`config.mk`:
```
export PLATFORM = sky130hd
export DESIGN_NAME = gpio_banks
export DESIGN_NICKNAME = d
export VERILOG_FILES = /design/src/rtl/gpio_pkg.sv /design/src/rtl/gpio_sync.sv /design/src/rtl/gpio_bank.sv /design/src/rtl/gpio_banks.sv
export SDC_FILE = /design/constraint.sdc
export NUM_CORES = 1
export LEC_CHECK = 0
export ABC_AREA = 1
export BUFFER_PORTS_ARGS = -buffer_cell sky130_fd_sc_hd__buf_2
export CELL_PAD_IN_SITES_DETAIL_PLACEMENT = 1
export CELL_PAD_IN_SITES_GLOBAL_PLACEMENT = 1
export CORE_MARGIN = 2
export CORE_UTILIZATION = 25
export DETAILED_ROUTE_END_ITERATION = 10
export GPL_TIMING_DRIVEN = 1
export PLACE_DENSITY_LB_ADDON = 0.1
export SYNTH_ARGS = -nofsm -noshare
export SYNTH_HDL_FRONTEND = slang
export SYNTH_HIERARCHICAL = 1
export SYNTH_SLANG_ARGS = --single-unit
```
`constraint.sdc`:
```
create_clock -name clk_i -period 0.8 [get_ports clk_i]
set_input_delay 0.04 -clock clk_i [delete_from_list [all_inputs] [get_ports clk_i]]
set_output_delay 0.04 -clock clk_i [all_outputs]
set_load 0.02 [all_outputs]
```
`src/rtl/gpio_pkg.sv`:
```
package gpio_pkg;
  parameter int ADDR_W = 6;
  parameter int DATA_W = 16;

  localparam logic [ADDR_W-1:0] OFF_B1_DATA = 6'h00;
  localparam logic [ADDR_W-1:0] OFF_B2_DATA = 6'h10;
  localparam logic [ADDR_W-1:0] OFF_B2_DIR  = 6'h11;
  localparam logic [ADDR_W-1:0] OFF_B2_EDGE = 6'h12;
  localparam logic [ADDR_W-1:0] OFF_B2_EN   = 6'h13;
  localparam logic [ADDR_W-1:0] OFF_B2_X    = 6'h14;
  localparam logic [ADDR_W-1:0] OFF_B3_DATA = 6'h20;
  localparam logic [ADDR_W-1:0] OFF_B3_DIR  = 6'h22;
  localparam logic [ADDR_W-1:0] OFF_B3_EDGE = 6'h24;
  localparam logic [ADDR_W-1:0] OFF_B3_EN   = 6'h26;
  localparam logic [ADDR_W-1:0] OFF_B3_X    = 6'h28;

  typedef struct packed {
    logic data;
    logic dir;
    logic edge_sel;
    logic en;
  } bank_we_t;
endpackage

```
`src/rtl/gpio_sync.sv`:
```
module gpio_sync #(
  parameter int W = 1
) (
  input  logic         clk_i,
  input  logic         rst_ni,
  input  logic [W-1:0] d_i,
  output logic [W-1:0] q_o
);
  logic [W-1:0] meta_q, sync_q;

  always_ff @(posedge clk_i or negedge rst_ni) begin
    if (!rst_ni) begin
      meta_q <= '0;
      sync_q <= '0;
    end else begin
      meta_q <= d_i;
      sync_q <= meta_q;
    end
  end

  assign q_o = sync_q;
endmodule

```
`src/rtl/gpio_bank.sv`:
```
module gpio_bank
  import gpio_pkg::*;
#(
  parameter int W = 3
) (
  input  logic         clk_i,
  input  logic         rst_ni,
  input  logic [W-1:0] pad_i,
  input  bank_we_t     we_i,
  input  logic [W-1:0] wdata_i,
  output logic [W-1:0] data_o,
  output logic [W-1:0] dir_o,
  output logic [W-1:0] edge_o,
  output logic [W-1:0] en_o,
  output logic [W-1:0] out_o,
  output logic [W-1:0] irq_o
);
  logic [W-1:0] sync, lvl, prev_q;
  logic [W-1:0] out_q, dir_q, edge_q, en_q;

  gpio_sync #(.W(W)) u_sync (
    .clk_i (clk_i),
    .rst_ni(rst_ni),
    .d_i   (pad_i),
    .q_o   (sync)
  );

  always_ff @(posedge clk_i or negedge rst_ni) begin
    if (!rst_ni) begin
      out_q  <= '0;
      dir_q  <= '0;
      edge_q <= '0;
      en_q   <= '0;
    end else begin
      if (we_i.data)     out_q  <= wdata_i;
      if (we_i.dir)      dir_q  <= wdata_i;
      if (we_i.edge_sel) edge_q <= wdata_i;
      if (we_i.en)       en_q   <= wdata_i;
    end
  end

  // output pins observe their own driven value
  assign lvl = (dir_q & out_q) | (~dir_q & sync);

  always_ff @(posedge clk_i or negedge rst_ni) begin
    if (!rst_ni) prev_q <= '0;
    else         prev_q <= lvl;
  end

  assign irq_o  = en_q & ((edge_q & lvl & ~prev_q) | (~edge_q & ~lvl & prev_q));
  assign data_o = lvl;
  assign dir_o  = dir_q;
  assign edge_o = edge_q;
  assign en_o   = en_q;
  assign out_o  = out_q;

  AST_DIR_WRITE: assert property (@(posedge clk_i) disable iff (!rst_ni)
    we_i.dir |=> dir_q == $past(wdata_i));
  AST_OUT_HOLD: assert property (@(posedge clk_i) disable iff (!rst_ni)
    !we_i.data |=> $stable(out_q));

  for (genvar i = 0; i < W; i++) begin : g_chk
    AST_IRQ_RISE: assert property (@(posedge clk_i) disable iff (!rst_ni)
      irq_o[i] && edge_q[i] |-> lvl[i] && !$past(lvl[i]));
    AST_IRQ_FALL: assert property (@(posedge clk_i) disable iff (!rst_ni)
      irq_o[i] && !edge_q[i] |-> !lvl[i] && $past(lvl[i]));
    AST_IRQ_PULSE: assert property (@(posedge clk_i) disable iff (!rst_ni)
      irq_o[i] |=> !irq_o[i] || (edge_q[i] != $past(edge_q[i])));
  end
endmodule

```
`src/rtl/gpio_banks.sv`:
```
module gpio_banks
  import gpio_pkg::*;
#(
  parameter int B1_W = 2,
  parameter int B2_W = 3,
  parameter int B3_W = 12
) (
  input  logic              clk_i,
  input  logic              rst_ni,
  input  logic              wr_i,
  input  logic [ADDR_W-1:0] addr_i,
  input  logic [DATA_W-1:0] wdata_i,
  output logic [DATA_W-1:0] rdata_o,
  input  logic [B1_W-1:0]   b1_pad_i,
  input  logic [B2_W-1:0]   b2_pad_i,
  input  logic [B3_W-1:0]   b3_pad_i,
  output logic [B2_W-1:0]   b2_out_o,
  output logic [B2_W-1:0]   b2_oe_o,
  output logic [B3_W-1:0]   b3_out_o,
  output logic [B3_W-1:0]   b3_oe_o,
  output logic [B2_W-1:0]   b2_irq_o,
  output logic [B3_W-1:0]   b3_irq_o,
  output logic              x2_o,
  output logic              x3_o
);
  localparam int B3_PAD = DATA_W - B3_W;

  logic [B1_W-1:0] b1_sync;
  logic [B2_W-1:0] b2_data, b2_dir, b2_edge, b2_en;
  logic [B3_W-1:0] b3_data, b3_dir, b3_edge, b3_en;
  bank_we_t        we2, we3;
  logic            x2_q, x3_q;
  logic            unused_wdata;

  assign unused_wdata = ^wdata_i[DATA_W-1:B3_W];

  always_comb begin
    we2.data     = wr_i && addr_i == OFF_B2_DATA;
    we2.dir      = wr_i && addr_i == OFF_B2_DIR;
    we2.edge_sel = wr_i && addr_i == OFF_B2_EDGE;
    we2.en       = wr_i && addr_i == OFF_B2_EN;
    we3.data     = wr_i && addr_i == OFF_B3_DATA;
    we3.dir      = wr_i && addr_i == OFF_B3_DIR;
    we3.edge_sel = wr_i && addr_i == OFF_B3_EDGE;
    we3.en       = wr_i && addr_i == OFF_B3_EN;
  end

  gpio_sync #(.W(B1_W)) u_b1_sync (
    .clk_i (clk_i),
    .rst_ni(rst_ni),
    .d_i   (b1_pad_i),
    .q_o   (b1_sync)
  );

  gpio_bank #(.W(B2_W)) u_bank2 (
    .clk_i  (clk_i),
    .rst_ni (rst_ni),
    .pad_i  (b2_pad_i),
    .we_i   (we2),
    .wdata_i(wdata_i[B2_W-1:0]),
    .data_o (b2_data),
    .dir_o  (b2_dir),
    .edge_o (b2_edge),
    .en_o   (b2_en),
    .out_o  (b2_out_o),
    .irq_o  (b2_irq_o)
  );

  gpio_bank #(.W(B3_W)) u_bank3 (
    .clk_i  (clk_i),
    .rst_ni (rst_ni),
    .pad_i  (b3_pad_i),
    .we_i   (we3),
    .wdata_i(wdata_i[B3_W-1:0]),
    .data_o (b3_data),
    .dir_o  (b3_dir),
    .edge_o (b3_edge),
    .en_o   (b3_en),
    .out_o  (b3_out_o),
    .irq_o  (b3_irq_o)
  );

  always_ff @(posedge clk_i or negedge rst_ni) begin
    if (!rst_ni) begin
      x2_q <= 1'b0;
      x3_q <= 1'b0;
    end else begin
      if (wr_i && addr_i == OFF_B2_X) x2_q <= wdata_i[0];
      if (wr_i && addr_i == OFF_B3_X) x3_q <= wdata_i[0];
    end
  end

  assign b2_oe_o = b2_dir;
  assign b3_oe_o = b3_dir;
  assign x2_o    = x2_q;
  assign x3_o    = x3_q;

  always_comb begin
    rdata_o = '0;
    unique case (addr_i)
      OFF_B1_DATA: rdata_o[B1_W-1:0] = b1_sync;
      OFF_B2_DATA: rdata_o[B2_W-1:0] = b2_data;
      OFF_B2_DIR:  rdata_o[B2_W-1:0] = b2_dir;
      OFF_B2_EDGE: rdata_o[B2_W-1:0] = b2_edge;
      OFF_B2_EN:   rdata_o[B2_W-1:0] = b2_en;
      OFF_B2_X:    rdata_o[0]        = x2_q;
      OFF_B3_DATA: rdata_o = {{B3_PAD{1'b0}}, b3_data};
      OFF_B3_DIR:  rdata_o = {{B3_PAD{1'b0}}, b3_dir};
      OFF_B3_EDGE: rdata_o = {{B3_PAD{1'b0}}, b3_edge};
      OFF_B3_EN:   rdata_o = {{B3_PAD{1'b0}}, b3_en};
      OFF_B3_X:    rdata_o[0]        = x3_q;
      default:     rdata_o = '0;
    endcase
  end

  AST_X_STABLE: assert property (@(posedge clk_i) disable iff (!rst_ni)
    !(wr_i && addr_i == OFF_B2_X) |=> $stable(x2_q));
endmodule

```
==> impl_summary.txt <==
----------------------------------------------------
[Logic synthesis]
  Top-area cell type share of the netlist area ... 56.3%
  Basic-gate share of the synthesized area counting and, or, nand and nor cells ... 25.4%
  Main combinational cell family by area after synthesis ... simple AND/OR/NAND/NOR gates
  Mux cell area share after synthesis ... 4.18%
  Count of flip-flops with a built-in enable after synthesis ... 0
  Average footprint of a synthesized cell ... 8.80 µm²
  Total standard cell area after synthesis ... 4940 µm²
  Area share of fa/ha/maj cells after synthesis ... 0%
  Cells after Synth ... 561
  Area leader, netlist ... sky130_fd_sc_hd__dfrtp_1
  Share of flip-flops with an asynchronous set or reset after synthesis ... 100%
  Xor-xnor portion of the synthesized cell area ... 0%
  Synthesized-area fraction occupied by ao, oa, aoi and oai cells ... 6.51%
  Most instantiated flip-flop cell in the synthesis netlist ... sky130_fd_sc_hd__dfrtp_1
  Biggest area contributors in the synthesized netlist ... sky130_fd_sc_hd__dfrtp_1 (56%), sky130_fd_sc_hd__nand2_1 (12%), sky130_fd_sc_hd__inv_1 (5.1%), sky130_fd_sc_hd__o21ai_0 (4.8%), sky130_fd_sc_hd__nor2_1 (3.7%)
  Distinct cell type count after synthesis ... 23
  Post-synthesis register bit count ... 111
  Yosys warns ... 6
  Post-synthesis sequential area ratio ... 56.3%

[Placed design]
  IO buf count ... 96
  Final Wtd Congestion ... 0.774
  Half-perimeter wire length after detailed placement ... 11900 µm

[Finish]
  Layout area overhead ... 89.4%
  Fin nets ... 891
  Sequential standard cell area ... 2800 µm²
  Fraction of layout cells with a size suffix above 1 ... 59.6%
  Combined area of the multi-input logic cells ... 2640 µm²
  Filler Cell Count ... 2172
  Final Util ... 48.2%
  Antenna diode instance count ... 0

[Pwr]
  Worst supply voltage drop on vdd ... 1.02 mV
  Power density over the cells ... 1980 nW/µm²
  Net switching power of the design ... 0.00620 W
  Portion of total power attributed to sequential cells ... 38.6%
  Internal power ... 0.0123 W
  Proportion of power drawn by combinational gates ... 36.6%
  Switch share ... 33.5%
  Leakage Power ... 4.43 nW
  Share of power burned in the clock network ... 24.8%

[Floorplanning]
  Die Width ... 145 µm
  Row count ... 51
  IO Pins ... 105
  Die Outline Area ... 20900 µm²
  Floorplan core area ... 19400 µm²
  Die Height ... 145 µm
  Effective utilization at floorplan ... 25.4%

[Route]
  Length of the first detailed-routing pass in iterations ... 4
  DRC violations left ... 0
  Wire per inst ... 16.4 µm
  Via-per-instance ratio ... 4.35
  Number of DRC markers after the initial detailed-route iteration ... 160
  Routed wire length ... 18400 µm
  Detailed-route via count ... 4873
  Number of antenna-violating nets in the routed design ... 0

[STA]
  Unrepaired setup endpoints after global routing ... yes
  Final period utilization ... 192%
  Max Clock Freq ... 651 MHz
  Setup_tns ... -32.02 ns
  Hold violation total from the final report ... 0
  Pins over their slew limit ... 0
  Post-route minimum period ... 1.54 ns
  Worst path setup slack after routing ... -0.736 ns
  Clock skew after layout ... 0.00669 ns
  Number of failing setup endpoints in the final timing report ... 98

[Run status]
  Violated checks ... setup timing
  Run status ... finished, violations left

[Setup path]
  Critical path required time ... 0.76 ns
  Type of the worst setup path ... reg2out
  Cells along the critical path ... nand2_2, nand2_4, nand4_1, nand2_1, nor2_2, nand3_2, buf_6
  Critical path origin ... u_bank2/dir_o[1]$_DFFE_PN0P_
  Minimum setup slack among reg-to-reg paths ... -0.53 ns
  Kind of capture point of the worst setup path ... output pin
  Max stage delay cell, worst path ... sky130_fd_sc_hd__dfrtp_2
  Critical Path Source Type ... register
  Max Fanout on Critical Path ... 4
  Critical R2R Launch ... u_bank2/dir_o[1]$_DFFE_PN0P_
  Arr. time, crit path ... 1.50 ns
  Worst R2R End ... u_bank2/dir_o[1]$_DFFE_PN0P_
  Endpoint of the most critical setup path ... rdata_o[1]
  Largest incremental delay on the critical path ... 0.45 ns
  Worst reg-to-reg path cell count ... 8

[Global routing]
  Overall Global Routing Usage ... 17.9%
  Maximum number of pins on one net before global-route repair ... 57
  Global-route wire length before repair ... 28500 µm
  Antenna violations before repair ... 0
  Number of global-route vias before repair ... 5345
  Overflow left after global routing ... 0

[Clocking]
  Clock root buffer ... sky130_fd_sc_hd__clkbuf_16
  TritonCTS Sinks ... 111
  Number of buffers on the longest clock path ... 2
  Number of buffers added by the clock tree synthesis step ... 9
  Level count of the clock H-tree ... 3
  Clock insertion delay at the later pin of the skew report ... 0.36 ns
  Clock tree from TritonCTS ... built
  Clock transition at the registers of the reported paths ... 0.08 ns

[Min path]
  HP Class ... in2async

[Job]
  Max Cap Violations ... 0

----------------------------------------------------
power groups by stage:
stage / clock network (W) / logic [W] / registers (W)
floorplan: 0 / 0.00208 / 0.00739
global placement: 0 / 0.00433 / 0.00716
detailed placement: 0 / 0.00443 / 0.00720
CTS: 0.00479 / 0.00613 / 0.00710
global route: 0.00497 / 0.00730 / 0.00728
finish: 0.00459 / 0.00678 / 0.00715
cell families (layout without fill, tap and decap cells):
family | Yosys count | after routing
DFF | 111 | 111
muxes | 15 | 15
and+or+nand+nor | 285 | 286
AOI/OAI and AO/OA | 62 | 62
buffers and inverters | 87 | 376
other | 1 | 4
routing by layer:
metal | track usage (%) | wire length [µm] | vias up
met5 | 0 | 0 | -
met4 | 4.14 | 161 | 0
met3 | 3.01 | 502 | 12
met2 | 31.0 | 9450 | 74
met1 | 23.5 | 8240 | 2433
li1 | - | - | 2354
synth_stat cells, types with 2 or more instances:
| master | instances |
|---|---|
| sky130_fd_sc_hd__buf_4 | 5 |
| sky130_fd_sc_hd__o21ai_0 | 47 |
| sky130_fd_sc_hd__inv_2 | 6 |
| sky130_fd_sc_hd__nor2_1 | 48 |
| sky130_fd_sc_hd__dfrtp_1 | 111 |
| sky130_fd_sc_hd__nor3_1 | 4 |
| sky130_fd_sc_hd__nand3_1 | 31 |
| sky130_fd_sc_hd__mux2_4 | 10 |
| sky130_fd_sc_hd__inv_1 | 67 |
| sky130_fd_sc_hd__nor2_2 | 2 |
| sky130_fd_sc_hd__nand2_2 | 11 |
| sky130_fd_sc_hd__nand2_1 | 163 |
| sky130_fd_sc_hd__a21oi_2 | 3 |
| sky130_fd_sc_hd__nand2_4 | 2 |
| sky130_fd_sc_hd__a21oi_1 | 12 |
| sky130_fd_sc_hd__mux2_2 | 5 |
| sky130_fd_sc_hd__buf_2 | 6 |
| sky130_fd_sc_hd__buf_6 | 2 |
| sky130_fd_sc_hd__nor2_4 | 7 |
| sky130_fd_sc_hd__nand4_1 | 16 |
cell type report:
cell class / count / area share [%]
Clock inverter: 5 / 0.442
Inverter: 74 / 3.47
Sequential cell: 111 / 30.0
Timing Repair Buffer: 286 / 31.6
Tap cell: 265 / 3.55
Multi-Input combinational cell: 367 / 28.3
Clock buffer: 11 / 2.70
timing repair:
action	4_1_cts	5_1_grt
pin swaps	73	36
hold buffers	29	0
endpoints found under the setup margin	116	127
resized for setup	239	170
hold endpoints to repair	168	0
gates cloned	6	1
buffers inserted	51	32
per-stage QoR:
stage / hold slack, ns / power [W] / cells / instance area, µm² / setup slack (ns)
2_1_floorplan: -0.256 / 0.00947 / 564 / 5350 / -0.234
3_3_place_gp: -0.151 / 0.0115 / 1013 / 6970 / -0.490
3_5_place_dp: -0.152 / 0.0116 / 1013 / 6970 / -0.523
4_1_cts: 0.00194 / 0.0180 / 1106 / 8750 / -0.760
5_1_grt: 0.0263 / 0.0195 / 1119 / 9350 / -0.804
6_report: 0.0216 / 0.0185 / 1119 / 9350 / -0.736
sequential cells by signal, indices dropped and copies added (netlist names), 12 cells and up:
| signal | flops |
|---|---|
| u_bank3/edge_o | 12 |
| u_bank3/out_o | 12 |
| u_bank3/u_sync/meta_q | 12 |
| u_bank3/prev_q | 12 |
| u_bank3/u_sync/q_o | 12 |
| u_bank3/dir_o | 12 |
| u_bank3/en_o | 12 |
cell usage in the layout (no fill, tap or decap), types with 7 or more instances in the layout:
cell                            count
sky130_fd_sc_hd__a21oi_4           15
sky130_fd_sc_hd__buf_12            17
sky130_fd_sc_hd__buf_2             29
sky130_fd_sc_hd__buf_4             72
sky130_fd_sc_hd__buf_6            133
sky130_fd_sc_hd__clkbuf_16         10
sky130_fd_sc_hd__dfrtp_1           91
sky130_fd_sc_hd__dfrtp_2           20
sky130_fd_sc_hd__dlygate4sd3_1     29
sky130_fd_sc_hd__inv_1             48
sky130_fd_sc_hd__inv_2             18
sky130_fd_sc_hd__mux2_4            12
sky130_fd_sc_hd__nand2_1           79
sky130_fd_sc_hd__nand2_2           57
sky130_fd_sc_hd__nand2_4           39
sky130_fd_sc_hd__nand3_1           23
sky130_fd_sc_hd__nand3_2            7
sky130_fd_sc_hd__nand4_1           16
sky130_fd_sc_hd__nor2_1            34
sky130_fd_sc_hd__nor2_2            11
sky130_fd_sc_hd__nor2_4            13
sky130_fd_sc_hd__o21ai_0           11
sky130_fd_sc_hd__o21ai_1           10
sky130_fd_sc_hd__o21ai_2           26
how the worst min path moves through the flow:
stage                      start  slack [ns]                         endpoint
final                     rst_ni        0.02  u_bank3/u_sync/q_o[8]$_DFF_PN0_
after global routing      rst_ni        0.03  u_bank3/u_sync/q_o[8]$_DFF_PN0_
after CTS                 rst_ni       0.002  u_bank3/u_sync/q_o[8]$_DFF_PN0_
after detailed placement  rst_ni       -0.15  u_bank3/u_sync/q_o[8]$_DFF_PN0_
after global placement    rst_ni       -0.15  u_bank3/u_sync/q_o[8]$_DFF_PN0_
after floorplan           rst_ni       -0.26    u_b1_sync/meta_q[0]$_DFF_PN0_
critical path, delay by kind of cell (launching register included):
kind	cells	cell delay [ns]
AND/OR/NAND/NOR	6	0.54
flip-flops	1	0.45
buffers and inverters	1	0.15
(Power assumes the default switching activity.)
